--- config.mk ---
export PLATFORM = sky130hd
export DESIGN_NAME = vfield_mapper
export DESIGN_NICKNAME = d
export VERILOG_FILES = /design/src/rtl/vfm_pkg.sv /design/src/rtl/vfm_edge.sv /design/src/rtl/vfm_phase_win.sv /design/src/rtl/vfm_lock_track.sv /design/src/rtl/vfield_mapper.sv
export SDC_FILE = /design/constraint.sdc
export NUM_CORES = 1
export LEC_CHECK = 0
export ABC_AREA = 1
export BUFFER_PORTS_ARGS = -buffer_cell sky130_fd_sc_hd__buf_2
export CELL_PAD_IN_SITES_DETAIL_PLACEMENT = 1
export CELL_PAD_IN_SITES_GLOBAL_PLACEMENT = 2
export CORE_MARGIN = 1
export CORE_UTILIZATION = 29
export DETAILED_ROUTE_END_ITERATION = 6
export GPL_ROUTABILITY_DRIVEN = 0
export GPL_TIMING_DRIVEN = 0
export PLACE_DENSITY = 0.8
export SLEW_MARGIN = 5
export SYNTH_ARGS = -nofsm -noshare
export SYNTH_HDL_FRONTEND = slang
export SYNTH_SLANG_ARGS = --single-unit
--- constraint.sdc ---
create_clock -name clk -period 4.8 [get_ports clk]
set_input_delay 0.96 -clock clk [delete_from_list [all_inputs] [get_ports clk]]
set_output_delay 0.96 -clock clk [all_outputs]
set_load 0.005 [all_outputs]
--- src/rtl/vfm_pkg.sv ---
package vfm_pkg;
   typedef enum logic [1:0] {
      DET_DIRECT = 2'd0,
      DET_LOCKED = 2'd1,
      DET_TOGGLE = 2'd2,
      DET_SPARE  = 2'd3
   } det_mode_e;

   typedef enum logic [1:0] {
      MAP_FIELD = 2'd0,
      MAP_INV   = 2'd1,
      MAP_SETA  = 2'd2,
      MAP_SETB  = 2'd3
   } map_mode_e;

   localparam int unsigned SYNC_H = 0;
   localparam int unsigned SYNC_V = 1;
   localparam int unsigned SYNC_N = 2;
endpackage

--- src/rtl/vfm_edge.sv ---
module vfm_edge (
   input  logic clk,
   input  logic rst_n,
   input  logic raw,
   input  logic rise_sel,
   output logic ev
);
   logic norm;
   logic norm_q;

   // normalise so that the active edge is always a low-to-high step
   assign norm = rise_sel ? raw : ~raw;
   assign ev   = norm & ~norm_q;

   always_ff @(posedge clk) begin
      if (!rst_n) norm_q <= 1'b0;
      else        norm_q <= norm;
   end
endmodule

--- src/rtl/vfm_phase_win.sv ---
module vfm_phase_win #(
   parameter int unsigned WIN = 4
) (
   input  logic clk,
   input  logic rst_n,
   input  logic h_ev,
   output logic in_win
);
   localparam int unsigned CW = $clog2(WIN + 1);
   localparam logic [CW-1:0] CLOAD = CW'(WIN);

   logic [CW-1:0] cnt_q;

   assign in_win = h_ev | (cnt_q != '0);

   always_ff @(posedge clk) begin
      if (!rst_n)              cnt_q <= '0;
      else if (h_ev)           cnt_q <= CLOAD;
      else if (cnt_q != '0)    cnt_q <= cnt_q - 1'b1;
   end
endmodule

--- src/rtl/vfm_lock_track.sv ---
module vfm_lock_track #(
   parameter int unsigned LOCK = 3
) (
   input  logic clk,
   input  logic rst_n,
   input  logic v_ev,
   input  logic phase,
   output logic lock_nx,
   output logic stable
);
   localparam int unsigned RW = $clog2(LOCK + 1);
   localparam logic [RW-1:0] RMAX = RW'(LOCK);

   logic [RW-1:0] run_q;
   logic [RW-1:0] run_nx;
   logic          last_q;

   always_comb begin
      if (run_q != '0 && phase == last_q)
         run_nx = (run_q == RMAX) ? RMAX : run_q + 1'b1;
      else
         run_nx = RW'(1);
   end

   assign lock_nx = (run_nx == RMAX);
   assign stable  = (run_q == RMAX);

   always_ff @(posedge clk) begin
      if (!rst_n) begin
         run_q  <= '0;
         last_q <= 1'b0;
      end else if (v_ev) begin
         run_q  <= run_nx;
         last_q <= phase;
      end
   end
endmodule

--- src/rtl/vfield_mapper.sv ---
module vfield_mapper #(
   parameter int unsigned WIN  = 4,
   parameter int unsigned LOCK = 3
) (
   input  logic       clk,
   input  logic       rst_n,
   input  logic       dec_h,
   input  logic       dec_v,
   input  logic       exp_h,
   input  logic       exp_v,
   input  logic       src_exp,
   input  logic       h_rise,
   input  logic       v_rise,
   input  logic [1:0] det_mode,
   input  logic [1:0] map_mode,
   output logic       field_o,
   output logic       set_sel_o,
   output logic       stable_o
);
   import vfm_pkg::*;

   generate
      if (WIN < 1) begin : g_bad_win
         $error("vfield_mapper: WIN must be at least 1");
      end
      if (LOCK < 2) begin : g_bad_lock
         $error("vfield_mapper: LOCK must be at least 2");
      end
   endgenerate

   logic [SYNC_N-1:0] raw_s;
   logic [SYNC_N-1:0] rise_s;
   logic [SYNC_N-1:0] ev_s;
   logic              h_ev;
   logic              v_ev;
   logic              phase;
   logic              lock_nx;
   logic              fld_nx;
   logic              sel_nx;
   logic              field_q;
   logic              sel_q;
   det_mode_e         dmode;
   map_mode_e         mmode;

   assign raw_s[SYNC_H]  = src_exp ? exp_h : dec_h;
   assign raw_s[SYNC_V]  = src_exp ? exp_v : dec_v;
   assign rise_s[SYNC_H] = h_rise;
   assign rise_s[SYNC_V] = v_rise;

   for (genvar gi = 0; gi < SYNC_N; gi++) begin : g_edge
      vfm_edge u_edge (
         .clk      (clk),
         .rst_n    (rst_n),
         .raw      (raw_s[gi]),
         .rise_sel (rise_s[gi]),
         .ev       (ev_s[gi])
      );
   end

   assign h_ev = ev_s[SYNC_H];
   assign v_ev = ev_s[SYNC_V];

   vfm_phase_win #(.WIN(WIN)) u_win (
      .clk    (clk),
      .rst_n  (rst_n),
      .h_ev   (h_ev),
      .in_win (phase)
   );

   vfm_lock_track #(.LOCK(LOCK)) u_lock (
      .clk     (clk),
      .rst_n   (rst_n),
      .v_ev    (v_ev),
      .phase   (phase),
      .lock_nx (lock_nx),
      .stable  (stable_o)
   );

   assign dmode = det_mode_e'(det_mode);
   assign mmode = map_mode_e'(map_mode);

   always_comb begin
      unique case (dmode)
         DET_TOGGLE: fld_nx = ~field_q;
         DET_LOCKED: fld_nx = lock_nx ? phase : field_q;
         default:    fld_nx = phase;
      endcase
   end

   always_comb begin
      unique case (mmode)
         MAP_FIELD: sel_nx = fld_nx;
         MAP_INV:   sel_nx = ~fld_nx;
         MAP_SETA:  sel_nx = 1'b0;
         default:   sel_nx = 1'b1;
      endcase
   end

   always_ff @(posedge clk) begin
      if (!rst_n) begin
         field_q <= 1'b0;
         sel_q   <= 1'b0;
      end else if (v_ev) begin
         field_q <= fld_nx;
         sel_q   <= sel_nx;
      end
   end

   assign field_o   = field_q;
   assign set_sel_o = sel_q;
endmodule

==> reports/qor.txt <==
reg2reg start = u_win.cnt_q[0]
H-tree depth = 1
final slew viol count = 0
cell family with most CP delay = simple AND/OR/NAND/NOR gates
PD cells = 386 mW/mm²
Cell Count Post-Placement = 133
Worst Path Buf+Inv = 2
antenna cell count = 0
syn_area_per_cell = 7.20 µm²
Root Buffer = clkbuf_4
library cell with the largest summed area after synthesis = dfxtp_1
Int Power = 0.198 mW
Port Buffers = 15
Tightest Pin Transition = 0.341 ns
sequential-to-total area share from yosys stat = 0.305
async set or reset register ratio after synthesis = 0
die width = 49.5 µm
worst r2r dst = set_sel_o
P_sw = 0.111 mW
minimum clock period = 1.89 ns
hold_sp = g_edge[1].u_edge.norm_q
Combinational Power Share = 0.404
CTS tree = yes
syn_nets = 109
crit end category = flop
final core occ = 0.392
commonest cells in the netlist = inv_1, nand2_1, dfxtp_1
die height = 49.5 µm
CP max-delay cell = buf_2
Post-CTS Setup Bufs = 0
Pre-antenna DRT Iters = 4
Gate Count Post-Synth = 91
PostCTS Resize Cnt = 0
CP most frequent cell = nand2_1
largest net degree at the start of global routing = 10
relative slew slack = 0.772
P_leak = 0.454 nW
switch share = 0.360
number of flops mapped to enable cells by yosys = 0
DR vias/cell = 4.39
DP HPWL = 1.14 mm
initial antenna violation count = 0
Top FF cell, synth = dfxtp_1
crit path to = set_sel_o
clk_lat worst skew = 0.26 ns
GRT Residual Overflow = 0
Crit path required time = 4.95 ns
Flop pwr share = 0.347
number of global-route vias before repair = 602
layout cells sized above 1 = 0.291
critical path class = input pin to flop
Worst Skew = 0.00521 ns
Vias = 601
clk slew on worst S/H paths = 0.07 ns
Achievable Freq = 530 MHz
io pins = 16
CP Launch Type = input pin
core area = 0.00204 mm²
top-count cell post-synth = inv_1
DIE AREA = 0.00245 mm²
post-synth top area share = 0.305
critical path depth = 13
setup violators final = 0
final setup TNS = 0 ns
CTS Sinks = 10
maximum VDD drop = 178 µV
Core Rows = 16
P&R area growth vs syn = 22.1%
Num CTS Buffers = 3
Yosys reg bits = 10
critical-path cell list = buf_2 > inv_2 > nand2_1 > nand3_2 > nand3_4 > nand3_1 > nand3_1 > nand2_1 > nand2_1 > nand2_2 > nand4_1 > nand2_1 > a21oi_2
Max-Cap Viols = 0
gr usage total = 0.138
Fin. Hold Viols = 0
fin cells = 137
Critical Path AT = 2.04 ns
Clock Power Share = 0.249
Final ANT Viol Nets = 0
status = finished clean
Starting Density = 0.321
Ys Warns = 0
synthesized cell area = 656 µm²
DRC = 0
Placed Area = 764 µm²
cts-stage hold buffer count = 0
post-route cell area = 801 µm²
Layout Nets = 129
initial DRC count = 4
worst hold-check path type = flop to flop
synth top area cells = dfxtp_1, inv_1, nand2_1, ha_1, a21oi_1
Netlist cell types = 21
WL per Instance = 10.5 µm
Max clock buf depth = 2
Crit. Startpoint = src_exp
R2R cell count = 12
first-pass GRT wire length = 2.61 mm
setup slack, reg-to-reg = 3.07 ns
unrepaired setup endpoints after global routing = no
final critical-path share of the clock period = 0.393
Hold WS = 0.489 ns
worst-path maximum fanout = 5
Total Routed Length = 1.44 mm
Crit path largest cell delay = 0.13 ns
==> through the flow <==
stage / worst slack [ns] / power [mW]
after CTS: 2.91 / 0.315
after detailed placement: 2.63 / 0.235
final: 2.91 / 0.309
after floorplan: 2.93 / 0.203
after global routing: 2.74 / 0.339
after global placement: 2.67 / 0.227
==> metal layers <==
| layer | wire, µm | vias up | GRT usage |
|---|---|---|---|
| met1 | 699 | 273 | 0.168 |
| met4 | 0 | 0 | 0.0429 |
| met2 | 707 | 6 | 0.239 |
| met3 | 30 | 0 | 0.0278 |
| li1 | - | 322 | - |
| met5 | 0 | - | 0 |
==> power by group through the flow <==
stage,Clock [mW],Combinational [mW],Sequential [mW]
after floorplan,0,0.0959,0.107
after global placement,0,0.119,0.108
after detailed placement,0,0.125,0.109
after CTS,0.0808,0.127,0.107
after global routing,0.0856,0.143,0.110
final,0.0771,0.125,0.107
==> placed cells by master, fill, tap and decap left out, drive strengths merged <==
cell type / count
dfxtp: 10
ha: 5
nand4: 2
and2: 1
nor2: 6
clkbuf: 5
nand3: 6
a21oi: 8
nor3: 2
nand2: 21
o31ai: 1
xor2: 2
o21ai: 5
inv: 21
buf: 15
==> kinds of logic after synthesis <==
kind of cell | share of synthesized area
and+or+nand+nor | 0.315
buffers and inverters | 0.141
AOI/OAI and AO/OA | 0.116
DFF | 0.305
adders and majority gates | 0.0954
xor gates and xnor gates | 0.0267
==> final cells by class <==
type / instances / area [µm²]
Fill cell: 281 / 1240
Multi-Input combinational cell: 59 / 363
Sequential cell: 10 / 200
Inverter: 21 / 78.8
Timing Repair Buffer: 15 / 75.1
Clock buffer: 4 / 36.3
Tap cell: 27 / 33.8
Buffer: 1 / 13.8
==> registers in the layout, indices dropped and copies added (netlist names) <==
name,count
u_win.cnt_q,3
g_edge.u_edge.norm_q,2
u_lock.run_q,2
field_o,1
set_sel_o,1
u_lock.last_q,1
==> worst min-delay path by stage <==
| stage | endpoint | slack [ns] | cells after the start |
|---|---|---|---|
| detailed placement | u_lock.run_q[1] | 0.48 | 2 |
| CTS | u_lock.run_q[1] | 0.49 | 2 |
| global placement | u_lock.run_q[1] | 0.47 | 2 |
| floorplan | u_lock.run_q[1] | 0.45 | 2 |
| global route | u_lock.run_q[1] | 0.54 | 2 |
| finish | u_lock.run_q[1] | 0.49 | 2 |
==> worst min-delay path, cell delays in order (launching register included) <==
cell and delay, ns:
dfxtp_1 0.34, o31ai_1 0.08, inv_1 0.04
(Power assumes the default switching activity.)
